[config.mk]
export PLATFORM = sky130hd
export DESIGN_NAME = dacld_top
export DESIGN_NICKNAME = d
export VERILOG_FILES = /design/src/rtl/dacld_pkg.sv /design/src/rtl/dacld_timer.sv /design/src/rtl/dacld_shift.sv /design/src/rtl/dacld_top.sv
export SDC_FILE = /design/constraint.sdc
export NUM_CORES = 1
export LEC_CHECK = 0
export BUFFER_PORTS_ARGS = -buffer_cell sky130_fd_sc_hd__clkbuf_2
export CORE_AREA = 5 5 62 64
export DETAILED_ROUTE_END_ITERATION = 6
export DIE_AREA = 0 0 67 69
export PLACE_DENSITY_LB_ADDON = 0.1
export REMOVE_ABC_BUFFERS = 1
export SYNTH_ARGS = -nofsm -noshare
export SYNTH_HDL_FRONTEND = slang
export SYNTH_SLANG_ARGS = --single-unit
[constraint.sdc]
create_clock -name clk -period 5.8 [get_ports clk]
set_input_delay 1.16 -clock clk [delete_from_list [all_inputs] [get_ports clk]]
set_output_delay 1.16 -clock clk [all_outputs]
set_load 0.01 [all_outputs]
[src/rtl/dacld_pkg.sv]
package dacld_pkg;

    typedef enum logic [3:0] {
        ST_IDLE,
        ST_CSS,
        ST_LOW,
        ST_HIGH,
        ST_GAP,
        ST_LDS,
        ST_LDW,
        ST_LDH,
        ST_DESEL,
        ST_CLR
    } dacld_st_e;

    typedef struct packed {
        dacld_st_e st;
        logic      sclk;
        logic      cs_n;
        logic      ldac_n;
        logic      clr_n;
        logic      done;
        logic      clr_pend;
    } dacld_ctl_t;

    // Convert a time in ps to clock cycles, rounded up, at least one cycle.
    function automatic int cyc_ceil(input int t_ps, input int clk_ps);
        int c;
        c = (t_ps + clk_ps - 1) / clk_ps;
        return (c < 1) ? 1 : c;
    endfunction

    function automatic int imax(input int a, input int b);
        return (a > b) ? a : b;
    endfunction

endpackage

[src/rtl/dacld_timer.sv]
module dacld_timer #(
    parameter int CNT_W = 4
) (
    input  logic             clk,
    input  logic             rst_n,
    input  logic             load,
    input  logic [CNT_W-1:0] load_val,
    output logic             zero_o
);

    logic [CNT_W-1:0] cnt_d, cnt_q;

    always_comb begin
        cnt_d = cnt_q;
        if (load) begin
            cnt_d = load_val;
        end else if (cnt_q != '0) begin
            cnt_d = cnt_q - 1'b1;
        end
    end

    always_ff @(posedge clk or negedge rst_n) begin
        if (!rst_n) begin
            cnt_q <= '0;
        end else begin
            cnt_q <= cnt_d;
        end
    end

    assign zero_o = (cnt_q == '0);

endmodule

[src/rtl/dacld_shift.sv]
module dacld_shift #(
    parameter int FRAME_W = 16,
    parameter int BYTE_W  = 8
) (
    input  logic               clk,
    input  logic               rst_n,
    input  logic               load,
    input  logic [FRAME_W-1:0] load_val,
    input  logic               shift,
    output logic               bit_o,
    output logic               last_o,
    output logic               byte_end_o
);

    localparam int IDX_W = (FRAME_W > 1) ? $clog2(FRAME_W) : 1;
    localparam int BC_W  = (BYTE_W > 1) ? $clog2(BYTE_W) : 1;
    localparam logic [IDX_W-1:0] IDX_LAST = IDX_W'(FRAME_W - 1);
    localparam logic [BC_W-1:0]  BC_LAST  = BC_W'(BYTE_W - 1);

    logic [FRAME_W-1:0] sh_d, sh_q;
    logic [IDX_W-1:0]   idx_d, idx_q;
    logic [BC_W-1:0]    bc_d, bc_q;

    always_comb begin
        sh_d  = sh_q;
        idx_d = idx_q;
        bc_d  = bc_q;
        if (load) begin
            sh_d  = load_val;
            idx_d = '0;
            bc_d  = '0;
        end else if (shift) begin
            sh_d  = {sh_q[FRAME_W-2:0], 1'b0};
            idx_d = idx_q + 1'b1;
            bc_d  = (bc_q == BC_LAST) ? '0 : bc_q + 1'b1;
        end
    end

    always_ff @(posedge clk or negedge rst_n) begin
        if (!rst_n) begin
            sh_q  <= '0;
            idx_q <= '0;
            bc_q  <= '0;
        end else begin
            sh_q  <= sh_d;
            idx_q <= idx_d;
            bc_q  <= bc_d;
        end
    end

    assign bit_o      = sh_q[FRAME_W-1];
    assign last_o     = (idx_q == IDX_LAST);
    assign byte_end_o = (bc_q == BC_LAST);

endmodule

[src/rtl/dacld_top.sv]
module dacld_top
    import dacld_pkg::*;
#(
    parameter int DATA_W       = 12,
    parameter int BYTE_W       = 8,
    parameter int NBYTES       = 2,
    parameter int CLK_PS       = 10000,
    parameter int T_HI_PS      = 30000,
    parameter int T_LO_PS      = 30000,
    parameter int T_DS_PS      = 15000,
    parameter int T_DH_PS      = 15000,
    parameter int T_CSS_PS     = 30000,
    parameter int T_DES_PS     = 20000,
    parameter int T_LD1_PS     = 15000,
    parameter int T_LDW_PS     = 20000,
    parameter int T_LD2_PS     = 10000,
    parameter int T_CLRW_PS    = 30000,
    parameter int BYTE_GAP_CYC = 2
) (
    input  logic              clk,
    input  logic              rst_n,
    input  logic              wr_valid,
    input  logic [DATA_W-1:0] wr_data,
    output logic              wr_ready,
    input  logic              clr_valid,
    output logic              clr_ready,
    output logic              done,
    output logic              dac_sclk,
    output logic              dac_sdin,
    output logic              dac_cs_n,
    output logic              dac_ldac_n,
    output logic              dac_clr_n
);

    localparam int FRAME_W = BYTE_W * NBYTES;
    localparam int PAD_W   = FRAME_W - DATA_W;

    localparam int N_HI   = imax(cyc_ceil(T_HI_PS, CLK_PS), cyc_ceil(T_DH_PS, CLK_PS));
    localparam int N_LO   = imax(cyc_ceil(T_LO_PS, CLK_PS), cyc_ceil(T_DS_PS, CLK_PS));
    localparam int N_CSS  = cyc_ceil(T_CSS_PS, CLK_PS);
    localparam int N_DES  = cyc_ceil(T_DES_PS, CLK_PS);
    localparam int N_LD1  = cyc_ceil(T_LD1_PS, CLK_PS);
    localparam int N_LDW  = cyc_ceil(T_LDW_PS, CLK_PS);
    localparam int N_LD2  = cyc_ceil(T_LD2_PS, CLK_PS);
    localparam int N_CLRW = cyc_ceil(T_CLRW_PS, CLK_PS);
    localparam int N_GAP  = imax(1, BYTE_GAP_CYC);
    localparam int N_MAX  = imax(imax(imax(N_HI, N_LO), imax(N_CSS, N_DES)),
                                 imax(imax(N_LD1, N_LDW), imax(imax(N_LD2, N_CLRW), N_GAP)));
    localparam int CNT_W  = $clog2(N_MAX + 1);

    dacld_ctl_t c_d, c_q;

    logic               tmr_load;
    logic [CNT_W-1:0]   tmr_val;
    logic               tmr_zero;
    logic               sh_load;
    logic               sh_shift;
    logic               sh_bit;
    logic               sh_last;
    logic               sh_byte_end;
    logic [FRAME_W-1:0] frame;
    logic               wr_fire;
    logic               clr_fire;

    // Frame assembly: padding goes in front of the data word.
    generate
        if (PAD_W > 0) begin : g_pad
            assign frame = {{PAD_W{1'b0}}, wr_data};
        end else begin : g_nopad
            assign frame = wr_data;
        end
    endgenerate

    function automatic logic [CNT_W-1:0] phase_len_m1(input dacld_st_e s);
        int n;
        case (s)
            ST_CSS:   n = N_CSS;
            ST_LOW:   n = N_LO;
            ST_HIGH:  n = N_HI;
            ST_GAP:   n = N_GAP;
            ST_LDS:   n = N_LD1;
            ST_LDW:   n = N_LDW;
            ST_LDH:   n = N_LD2;
            ST_DESEL: n = N_DES;
            ST_CLR:   n = N_CLRW;
            default:  n = 1;
        endcase
        return CNT_W'(n - 1);
    endfunction

    assign wr_ready  = (c_q.st == ST_IDLE) && !clr_valid;
    assign clr_ready = (c_q.st != ST_CLR) && !c_q.clr_pend;
    assign wr_fire   = wr_valid && wr_ready;
    assign clr_fire  = clr_valid && clr_ready;

    always_comb begin
        c_d      = c_q;
        sh_load  = 1'b0;
        sh_shift = 1'b0;

        case (c_q.st)
            ST_IDLE: begin
                if (clr_fire) begin
                    c_d.st = ST_CLR;
                end else if (wr_fire) begin
                    c_d.st  = ST_CSS;
                    sh_load = 1'b1;
                end
            end
            ST_CSS: begin
                if (tmr_zero) c_d.st = ST_LOW;
            end
            ST_LOW: begin
                if (tmr_zero) c_d.st = ST_HIGH;
            end
            ST_HIGH: begin
                if (tmr_zero) begin
                    sh_shift = 1'b1;
                    if (sh_last) begin
                        c_d.st = ST_LDS;
                    end else if (sh_byte_end) begin
                        c_d.st = ST_GAP;
                    end else begin
                        c_d.st = ST_LOW;
                    end
                end
            end
            ST_GAP: begin
                if (tmr_zero) c_d.st = ST_LOW;
            end
            ST_LDS: begin
                if (tmr_zero) c_d.st = ST_LDW;
            end
            ST_LDW: begin
                if (tmr_zero) c_d.st = ST_LDH;
            end
            ST_LDH: begin
                if (tmr_zero) c_d.st = ST_DESEL;
            end
            ST_DESEL: begin
                if (tmr_zero) begin
                    if (c_q.clr_pend || clr_fire) begin
                        c_d.st       = ST_CLR;
                        c_d.clr_pend = 1'b0;
                    end else begin
                        c_d.st = ST_IDLE;
                    end
                end
            end
            ST_CLR: begin
                if (tmr_zero) c_d.st = ST_IDLE;
            end
            default: c_d.st = ST_IDLE;
        endcase

        // A clear that cannot start now is held until the load phase ends.
        if (clr_fire && (c_q.st != ST_IDLE) && (c_d.st != ST_CLR)) begin
            c_d.clr_pend = 1'b1;
        end

        // Pin levels follow the phase being entered.
        c_d.sclk   = (c_d.st != ST_LOW);
        c_d.cs_n   = !((c_d.st == ST_CSS) || (c_d.st == ST_LOW) ||
                       (c_d.st == ST_HIGH) || (c_d.st == ST_GAP));
        c_d.ldac_n = (c_d.st != ST_LDW);
        c_d.clr_n  = (c_d.st != ST_CLR);
        c_d.done   = (c_d.st == ST_IDLE) && (c_q.st != ST_IDLE);
    end

    always_ff @(posedge clk or negedge rst_n) begin
        if (!rst_n) begin
            c_q.st       <= ST_IDLE;
            c_q.sclk     <= 1'b1;
            c_q.cs_n     <= 1'b1;
            c_q.ldac_n   <= 1'b1;
            c_q.clr_n    <= 1'b1;
            c_q.done     <= 1'b0;
            c_q.clr_pend <= 1'b0;
        end else begin
            c_q <= c_d;
        end
    end

    assign tmr_load = (c_d.st != c_q.st);
    assign tmr_val  = phase_len_m1(c_d.st);

    dacld_timer #(
        .CNT_W (CNT_W)
    ) u_timer (
        .clk      (clk),
        .rst_n    (rst_n),
        .load     (tmr_load),
        .load_val (tmr_val),
        .zero_o   (tmr_zero)
    );

    dacld_shift #(
        .FRAME_W (FRAME_W),
        .BYTE_W  (BYTE_W)
    ) u_shift (
        .clk        (clk),
        .rst_n      (rst_n),
        .load       (sh_load),
        .load_val   (frame),
        .shift      (sh_shift),
        .bit_o      (sh_bit),
        .last_o     (sh_last),
        .byte_end_o (sh_byte_end)
    );

    assign done       = c_q.done;
    assign dac_sclk   = c_q.sclk;
    assign dac_sdin   = sh_bit;
    assign dac_cs_n   = c_q.cs_n;
    assign dac_ldac_n = c_q.ldac_n;
    assign dac_clr_n  = c_q.clr_n;

endmodule

* After elaboration in Yosys (flattened, before gate mapping)
Memory sizes are Yosys's and may differ from the RTL's. Index checks and enable logic that the tools add are counted.
Word-level totals: input bits 16, output and inout bits 8, register bits after elaboration 35, memory bits (read-only) 32, word-level logic and storage cells 94, memories 1
Operators by class: add/sub/neg operators 4, reduce and logical (&&, ||, !) cells 26, mux-type cells 32, equal/unequal tests 20
Memories:
- (no name shown) | words 16, width 2, rd ports 1, clocked after Yosys merged registers in 0, wr ports 0, line dacld_top.sv:76 | case (s)
Operator list (number):
- 2-to-1 mux 4 bit | 13
- case mux 4 bit (9 select lines) | 1
- 2-to-1 mux 16 bit | 2
- equality test 4 x 3 -> 1 bit (second input constant) | 5
- equality test 4 x 2 -> 1 bit (second input constant) | 4
- 2-to-1 mux 3 bit | 5
- equality test 4 bit (second input constant) | 3
- nonzero test 2 bit | 6
- 2-to-1 mux 1 bit | 9
- equality test 4 x 1 -> 1 bit (second input constant) | 2
- logical NOT 4 bit | 2
- != test 4 bit (second input constant) | 2
- logical AND 1 bit | 7
- adder 4 x 1 -> 4 bit (second input constant) | 1
- logical OR 1 bit | 4
- 2-to-1 mux 2 bit | 2
- != test 4 x 2 -> 1 bit (second input constant) | 1
- != test 4 x 3 -> 1 bit (second input constant) | 1
- != test 4 bit | 1
- nonzero test 4 bit | 1
- adder 3 x 1 -> 3 bit (second input constant) | 1
- equality test 3 bit (second input constant) | 1
- logical NOT 1 bit | 3
- AND reduction 3 bit | 1
- 4 further kinds | 4

* Longest topological paths before layout
Gate-level depths: netlist (run 1).
word-level depth 12, depth in mapped cells 9, mapped depth without buffers 9

* Hierarchy
From an unflattened synthesis (run 1), not the netlist that was laid out.
Second synthesis, totals: cells, all modules 201, area total of the unflattened synthesis 1969.4 um^2
Modules (own cells, without submodules):
- dacld_shift | cells an instance 101, sequential area each 575.6 um^2, area each 1101.1 um^2, times used 1
- dacld_top | cells an instance 88, sequential area each 255.2 um^2, area each 755.7 um^2, times used 1
- dacld_timer | cells an instance 12, sequential area each 50.0 um^2, area each 112.6 um^2, times used 1

* Worst setup path before layout (run 1)
OpenSTA, ideal clock, no wires.
path type in2out, from in clr_valid, to out wr_ready, arrival time 1.672 ns, cell stages on the path 1, required time 4.640 ns, path slack 2.968 ns, buffers on the path 0, cells stage by stage nor4_1
On the way: word-level cells in the longest chain between the ends 2
Ends and longest elaborated chain:
- start: declaration | line dacld_top.sv:25 | input logic clr_valid,
- logical NOT 1 bit | line dacld_top.sv:91 | assign wr_ready = (c_q.st == ST_IDLE) && !clr_valid;
- logical AND 1 bit | line dacld_top.sv:91
- end: declaration | line dacld_top.sv:24 | output logic wr_ready,
Every way passes these cells.

* Final worst setup path (run 1)
Same ends and word-level chain as after synthesis.

==> impl_metrics.yaml, run 1 <==
placed_design:
  port_buffers: 23
  dpl.hpwl_mm: 2.41
  gp_congestion: 0.842
power:
  p_total_mw: 1.09
  power_density_nw_per_um2: 524
  peakVddDrop_v: 0.000289
  p_leak_nw: 0.947
logic_synthesis:
  synth_xor_area_frac: 0.0280
  synthFlopType: "dfrtp_1"
  netlist_instances: 211
  ys_types: 48
  synth_top_family_by_area: "simple AND/OR/NAND/NOR gates"
  synth_compound_area_frac: 0.175
  synth-seq-cells: 35
  synth-edff-count: 0
  yosys.area.top_type: "dfrtp_1"
  synth_simple_gate_area_frac: 0.229
  syn_avg_cell_area_sq_um: 8.90
  synth_top_area_frac: 0.413
  synthAdderAreaFrac: 0.0266
  yosysWarnings: 0
  synthMuxAreaShare: 0.0160
  ys_seq_area_frac: 0.469
  syn_area_sq_um: 1880
  synthTopCellsByArea: "dfrtp_1 41%, nand2_1 8.8%, dfstp_2 5.6%"
  async_flop_share: 1.00
clocking:
  ctsHoldBuffers: 0
  clock_path_buffers: 2
  cts_buffers: 5
  cts_tree: "built"
  cts_root_buf: "clkbuf_4"
  clk_latency_ns: 0.34
  htreeDepth: 2
  clk_pin_slew_ns: 0.10
  clock_sinks: 35
  post_cts_buffers: 0
  cts_resized: 0
timing:
  min_period_over_period: 0.530
  rsz0062_at_grt: "no"
  finalSetupViolCount: 0
  worst_pin_slew_ns: 1.14
  hold_viol: 0
  min_period_ns: 3.07
  fmax_mhz: 325
  slew_headroom: 0.239
  fin_skew_ns: 0.00818
  tns_ns: 0
  drv_slew: 0
die:
  die_area_sq_um: 4620
  ios: 24
  start_util: 0.581
  placementRows: 21
  die_y_um: 69
  die_w_um: 67
  core_area_sq_um: 3230
drt:
  drtIter0Drc: 149
  avgViaCountPerCell: 5.48
  num_vias: 1512
  antenna_left: 0
  drc: 0
  drt-wirelength-per-cell_um: 12.7
  totalWireLength_mm: 3.51
  drtPass1Iterations: 5
global_route:
  grt_usage: 0.166
  grt_pass1_vias: 1417
  antenna_found_initial: 0
  grt_first_pass_wirelength_mm: 6.06
  overflow: 0
  grt_max_degree: 36
cells_and_area:
  final_cell_mix: "44 x nand2_1, 31 x dfrtp_1, 26 x nor2_1"
  num-fill-cells: 289
  diodes: 0
  nets: 249
  final_common_cell: "nand2_1"
  area_delta_synth_final_pct: 10.7
  drive_gt1_frac: 0.204
worst_setup_path:
  cp_max_fo: 7
  crit_arrival_ns: 1.91
  cpMaxStageDelayCell: "nor4_1"
  crit_path_end_kind: "output port"
  cpPeakStageDelay_ns: 0.41
  cp_common_cell: "clkbuf_2"
  cp.required_ns: 4.64
  cp-start-kind: "input port"
  crit_type: "in2out"
  crit_chain: "clkbuf_2 > nor4_1 > clkbuf_2"
hold_path:
  hold_class: "reg2reg"
outcome:
  status: "finished, final reports clean"
job:
  drv_cap: 0
cell usage after synthesis (2+ instances only):
master and count:
nand2_1 44, dfrtp_1 31, nor2_1 26, a21oi_1 14, a31oi_1 13, clkbuf_1 6
nand3_1 6, o21ai_0 6, inv_1 5, dfstp_2 4, ha_1 4, nor3_1 4
buf_2 3, mux2i_1 3, xnor2_1 3, xor2_1 3, a22oi_1 2, and2_1 2
clkbuf_8 2, o21bai_1 2
logic make-up (layout without fill, tap and decap cells):
| family | count (synthesis) | in the layout |
|---|---|---|
| fa+ha+maj | 4 | 4 |
| mux | 3 | 3 |
| simple gates | 95 | 95 |
| flops | 35 | 35 |
| buf+inv | 19 | 38 |
| compound gates | 49 | 49 |
| xor+xnor | 6 | 6 |
report_power, final:
group,leakage (nW),total (mW),switching [mW],internal [mW]
Sequential,0.429,0.443,0.0931,0.350
Clock,0.0514,0.218,0.0837,0.134
Combinational,0.466,0.428,0.240,0.188
Total,0.947,1.09,0.417,0.673
stage by stage:
step                setup WS, ns  hold slack, ns  cell area, sq um  utilization  instances
finish                      2.73           0.504              2080        0.643        276
global placement            2.76           0.480              1970        0.611        268
detailed placement          2.73           0.484              1970        0.611        268
floorplan                   2.97           0.460              1790            -        198
global route                2.54           0.537              2080        0.643        276
CTS                         2.72           0.507              2080        0.643        276
worst paths after layout:
path / startpoint / endpoint / slack, ns / cells past startpoint
worst min-delay path: u_shift.sh_q[1] / u_shift.sh_q[1] / 0.50 / 2
min in group asynchronous: rst_n / u_shift.sh_q[9] / 0.90 / 1
worst max register to register: u_timer.cnt_q[0] / done / 2.96 / 6
worst min register to register: u_shift.sh_q[1] / u_shift.sh_q[1] / 0.50 / 2
worst max-delay path: clr_valid / wr_ready / 2.73 / 3
max in group asynchronous: rst_n / u_shift.sh_q[7] / 4.38 / 1
state kept, by name, summed over array words and instances (netlist names):
name and count:
u_shift.sh_q 16, c_q 5, u_shift.idx_q 4, u_shift.bc_q 3, u_timer.cnt_q 2, dac_clr_n 1
dac_cs_n 1, dac_ldac_n 1, dac_sclk 1, done 1
cell type report:
cell class	instances	area, sq um	area share
multi-input cells	157	891	0.428
flip-flops and latches	35	881	0.424
repair buffers	24	123	0.0590
clock inverters	3	67.6	0.0325
well taps	46	57.6	0.0277
clock buffers	5	37.5	0.0181
inverters	6	22.5	0.0108
worst max-delay path, delay by kind of cell:
kind | cells | cell delay [ns]
buf+inv | 2 | 0.35
simple gates | 1 | 0.41
routing by layer:
metal,vias up,track usage,share of wire
met5,-,0,0
met4,0,0.0631,0.014
li1,763,-,-
met1,705,0.204,0.44
met2,38,0.270,0.49
met3,6,0.0487,0.055
No activity file was read; power rests on OpenSTA's default activity.
==> inputs of run 2 (changes only) <==
- CORE_AREA: 5 5 62 64 -> 5 5 64 66
- DIE_AREA: 0 0 67 69 -> 0 0 69 71
- clock period: 5.8 -> 3.06 ns (I/O delays scaled with it)
==> run 2 against run 1 <==
Effect of this change: worst hold slack got worse by 0.14 ns; wire length up 5.5%; total power up 84%; largest power group unchanged; sequential share of layout area is 0.18 points higher; first-iteration DRC count shrank 6.7%; core utilization down 5.6 points.
==> impl_metrics.yaml, run 2 (same netlist as run 1, synthesis figures left out) <==
die:
  die_y_um: 71
  placementRows: 22
  die_w_um: 69
  core_area_sq_um: 3520
  start_util: 0.533
  ios: 24
  die_area_sq_um: 4900
placed_design:
  port_buffers: 23
  preCtsSetupSlack_ns: 0.704
  dpl_cell_area_sq_um: 1980
  dpl.hpwl_mm: 2.64
  gp_congestion: 0.899
power:
  switchingPower_mw: 0.789
  pwr-share-clk: 0.170
  p_comb_frac: 0.410
  peakVddDrop_v: 0.000463
  sw_frac_of_total: 0.393
  p_int_mw: 1.22
  p_leak_nw: 0.948
  power_density_nw_per_um2: 970
  pwr-share-seq: 0.420
hold_path:
  hold_class: "in2async"
cells_and_area:
  final_util: 0.588
  nets: 250
  top_regs: "u_shift.sh_q: 16 flops, c_q: 5 flops, u_shift.idx_q: 4 flops"
  top_register: "u_shift.sh_q"
  drive_gt1_frac: 0.208
  final_cell_mix: "44 x nand2_1, 31 x dfrtp_1, 26 x nor2_1"
  diodes: 0
  stdcell_area_sq_um: 2070
  area_delta_synth_final_pct: 10.3
  largest_register_ff_count: 16
  final_common_cell: "nand2_1"
clocking:
  cts_buffers: 5
  ctsHoldBuffers: 0
  htreeDepth: 2
  cts_tree: "built"
  cts_resized: 0
  clk_latency_ns: 0.33
  cts_root_buf: "clkbuf_4"
  clock_path_buffers: 2
  post_cts_buffers: 0
  clock_sinks: 35
  clk_pin_slew_ns: 0.11
timing:
  fin_skew_ns: 0.00812
  min_period_over_period: 0.789
  rsz0062_at_grt: "no"
  tns_ns: 0
  worst_pin_slew_ns: 0.831
  hold_viol: 0
  finalSetupViolCount: 0
  drv_slew: 0
  slew_headroom: 0.446
  min_period_ns: 2.41
  layout_setup_ws_ns: 0.647
  fmax_mhz: 414
worst_setup_path:
  worst-r2r-cell-count: 8
  cpPeakStageDelay_ns: 0.55
  crit_chain: "or2_4 > nor4_1 > clkbuf_2"
  rr_endpoint: "u_timer.cnt_q[1]"
  cp_max_fo: 12
  cp.required_ns: 2.45
  timing.rr.start: "u_timer.cnt_q[0]"
  rrSetupSlack_ns: 0.72
  crit_type: "reg2out"
  cp-start-kind: "flop"
  cpMaxStageDelayCell: "dfrtp_1"
  crit_path_end_kind: "output port"
  crit_arrival_ns: 1.80
drt:
  drc: 0
  avgViaCountPerCell: 5.50
  antenna_left: 0
  drt-wirelength-per-cell_um: 13.3
  totalWireLength_mm: 3.70
  drtIter0Drc: 139
  drtPass1Iterations: 6
  num_vias: 1535
global_route:
  grt_usage: 0.162
  grt_max_degree: 36
  antenna_found_initial: 0
  grt_first_pass_wirelength_mm: 6.53
  grt_pass1_vias: 1489
  overflow: 0
outcome:
  status: "finished, final reports clean"
job:
  drv_cap: 0
## run 2: cell type report
cell class                      instances  area [sq um]
Clock buffer                            6          51.3
Clock inverter                          2          35.0
Fill cell                             345          1450
Inverter                                6          22.5
Multi-Input combinational cell        157           891
Sequential cell                        35           881
Tap cell                               48          60.1
Timing Repair Buffer                   25           130
## run 2: power groups by stage
stage,combinational (mW),clock [mW],sequential [mW]
floorplan,0.633,0,0.815
global placement,0.799,0,0.834
detailed placement,0.829,0,0.849
CTS,0.834,0.353,0.840
global route,0.950,0.377,0.865
finish,0.824,0.342,0.843
## run 2: critical path: cells and delay by family (launching register included)
family | cells | cell delay [ns]
buffers and inverters | 1 | 0.22
flip-flops | 1 | 0.55
AND/OR/NAND/NOR | 2 | 0.70
## run 2: worst max path at each step
stage | depth (start not counted) | endpoint | slack, ns | start
after floorplan | 6 | done | 0.79 | u_timer.cnt_q[0]
after global placement | 8 | u_timer.cnt_q[0] | 0.83 | u_shift.bc_q[0]
after detailed placement | 8 | done | 0.70 | u_timer.cnt_q[0]
after CTS | 3 | wr_ready | 0.64 | c_q[9]
after global routing | 8 | done | 0.50 | u_timer.cnt_q[0]
final | 3 | wr_ready | 0.65 | c_q[9]
## run 2: per-stage QoR
step | std cells | power [mW] | hold WS [ns]
after floorplan | 198 | 1.45 | 0.316
after global placement | 271 | 1.63 | 0.481
after detailed placement | 271 | 1.68 | 0.493
after CTS | 279 | 2.03 | 0.383
after global routing | 279 | 2.19 | 0.430
final | 279 | 2.01 | 0.366
## run 2: metal layers
layer  part of all wire  track usage  up-vias
met5                  0            0        -
li1                   -            -      760
met4             0.0049       0.0629        0
met3              0.041       0.0440        2
met2               0.52        0.279       30
met1               0.43        0.192      743
==> inputs of run 3 (changes only) <==
- CORE_AREA: 5 5 64 66 -> 5 5 67 69
- DIE_AREA: 0 0 69 71 -> 0 0 72 74
- clock period: 3.06 -> 2 ns (I/O delays scaled with it)
==> run 3 against run 2 <==
Effect of this change: total power is 67% higher; non-clock buffer count is 15 higher; sequential power is 52% higher; final area is 8.9% higher; sequential share of layout area is 3.4 points lower; critical path depth is 5 higher.
==> impl_metrics.yaml, run 3 (same netlist as run 1, synthesis figures left out) <==
outcome:
  status: "finished, final reports clean"
global_route:
  grt_usage: 0.162
  antenna_found_initial: 0
  grt_pass1_vias: 1611
  overflow: 0
  grt_first_pass_wirelength_mm: 6.88
  grt_max_degree: 36
clocking:
  htreeDepth: 2
  cts_tree: "built"
  clock_sinks: 35
  clk_latency_ns: 0.28
  cts_root_buf: "clkbuf_8"
  clk_pin_slew_ns: 0.07
  cts_buffers: 5
  ctsHoldBuffers: 0
  clock_path_buffers: 2
timing:
  finalSetupViolCount: 0
  fin_skew_ns: 0.00627
  hold_viol: 0
  fmax_mhz: 526
  tns_ns: 0
  slew_headroom: 0.696
  drv_slew: 0
  worst_pin_slew_ns: 0.456
  min_period_over_period: 0.951
  min_period_ns: 1.90
drt:
  totalWireLength_mm: 4.05
  drtIter0Drc: 143
  drtPass1Iterations: 4
  avgViaCountPerCell: 5.36
  antenna_left: 0
  drt-wirelength-per-cell_um: 13.7
  num_vias: 1588
  drc: 0
worst_setup_path:
  crit_start: "u_timer.cnt_q[0]"
  endpoint: "u_timer.cnt_q[0]"
  rrSetupSlack_ns: 0.1
  cp-start-kind: "flop"
  cp_max_fo: 5
  cp.required_ns: 2.21
  crit_path_end_kind: "flop"
  crit_arrival_ns: 2.11
  rr_endpoint: "u_timer.cnt_q[0]"
  timing.rr.start: "u_timer.cnt_q[0]"
  crit_type: "reg2reg"
  worst-r2r-cell-count: 8
job:
  drv_cap: 0
cells_and_area:
  multiInputGateArea_sq_um: 941
  top_regs: "u_shift.sh_q: 16 flops, c_q: 5 flops, u_shift.idx_q: 4 flops"
  drive_gt1_frac: 0.285
  final_common_cell: "nand2_1"
  top_register: "u_shift.sh_q"
  diodes: 0
  area_delta_synth_final_pct: 20.1
  nets: 265
  seqCellArea_sq_um: 883
  final_cell_mix: "44 x nand2_1, 29 x dfrtp_1, 25 x nor2_1"
  final_cells: 296
  largest_register_ff_count: 16
  num-fill-cells: 373
die:
  die_area_sq_um: 5330
  ios: 24
  die_y_um: 74
  core_area_sq_um: 3860
  die_w_um: 72
  placementRows: 23
  start_util: 0.487
placed_design:
  dpl.hpwl_mm: 2.85
  port_buffers: 23
  gp_congestion: 0.843
  dpl.cell_count: 287
power:
  peakVddDrop_v: 0.000675
  p_total_mw: 3.36
  p_leak_nw: 1.03
  power_density_nw_per_um2: 1490
hold_path:
  hold_class: "in2async"
==> run 3: changes by cell type in the layout (fill, tap and decap cells not counted), sizes merged <==
cell | previous run | this run
buf | 2 | 17
bufinv | 1 | 0
clkbuf | 29 | 30
==> run 3: area by class of cell <==
type | instances | share of cell area
clock inverters | 1 | 0.00222
inverters | 6 | 0.00998
clock buffers | 7 | 0.0383
well taps | 50 | 0.0277
flip-flops and latches | 35 | 0.392
repair buffers | 40 | 0.113
multi-input cells | 157 | 0.417
==> run 3: worst min path at each step <==
| stage | cells after the start | slack [ns] | endpoint |
|---|---|---|---|
| after floorplan | 0 | 0.10 | c_q[0] |
| after global placement | 2 | 0.45 | u_shift.sh_q[14] |
| after detailed placement | 2 | 0.46 | u_shift.sh_q[13] |
| after CTS | 2 | 0.15 | u_shift.sh_q[13] |
| after global routing | 2 | 0.18 | u_shift.sh_q[13] |
| final | 2 | 0.15 | u_shift.sh_q[13] |
==> run 3: repair_timing <==
item,CTS,global route
pin swaps,0,3
endpoints found under the setup margin,2,6
gates resized for setup,2,10
setup buffers,0,1
==> run 3: worst max-delay path: stages (launching register included) <==
cell,delay (ns)
dfrtp_1,0.39
inv_1,0.10
ha_4,0.17
nand3_2,0.13
nor3_1,0.26
a211o_1,0.26
nor3_1,0.08
o211ai_2,0.23
mux2i_1,0.21
==> run 3: power by group <==
part	leakage (nW)	internal, mW	switching, mW
logic	0.557	0.747	0.816
clock network	0.0482	0.278	0.240
registers	0.428	1.02	0.256
total	1.03	2.05	1.31
==> run 3: stage by stage <==
step / util / area [sq um] / setup WS [ns] / hold WS, ns
finish: 0.585 / 2260 / 0.0989 / 0.146
global route: 0.585 / 2260 / -0.0523 / 0.184
CTS: 0.570 / 2200 / 0.0188 / 0.151
detailed placement: 0.546 / 2100 / -0.00686 / 0.456
global placement: 0.546 / 2100 / 0.0188 / 0.447
floorplan: - / 1790 / -0.265 / 0.104
==> run 3: metal layers <==
metal,global-route usage,vias to the layer above,part of all wire
met4,0.0397,0,0.0037
li1,-,791,-
met3,0.0419,2,0.031
met2,0.303,19,0.54
met5,0,-,0
met1,0.184,776,0.43
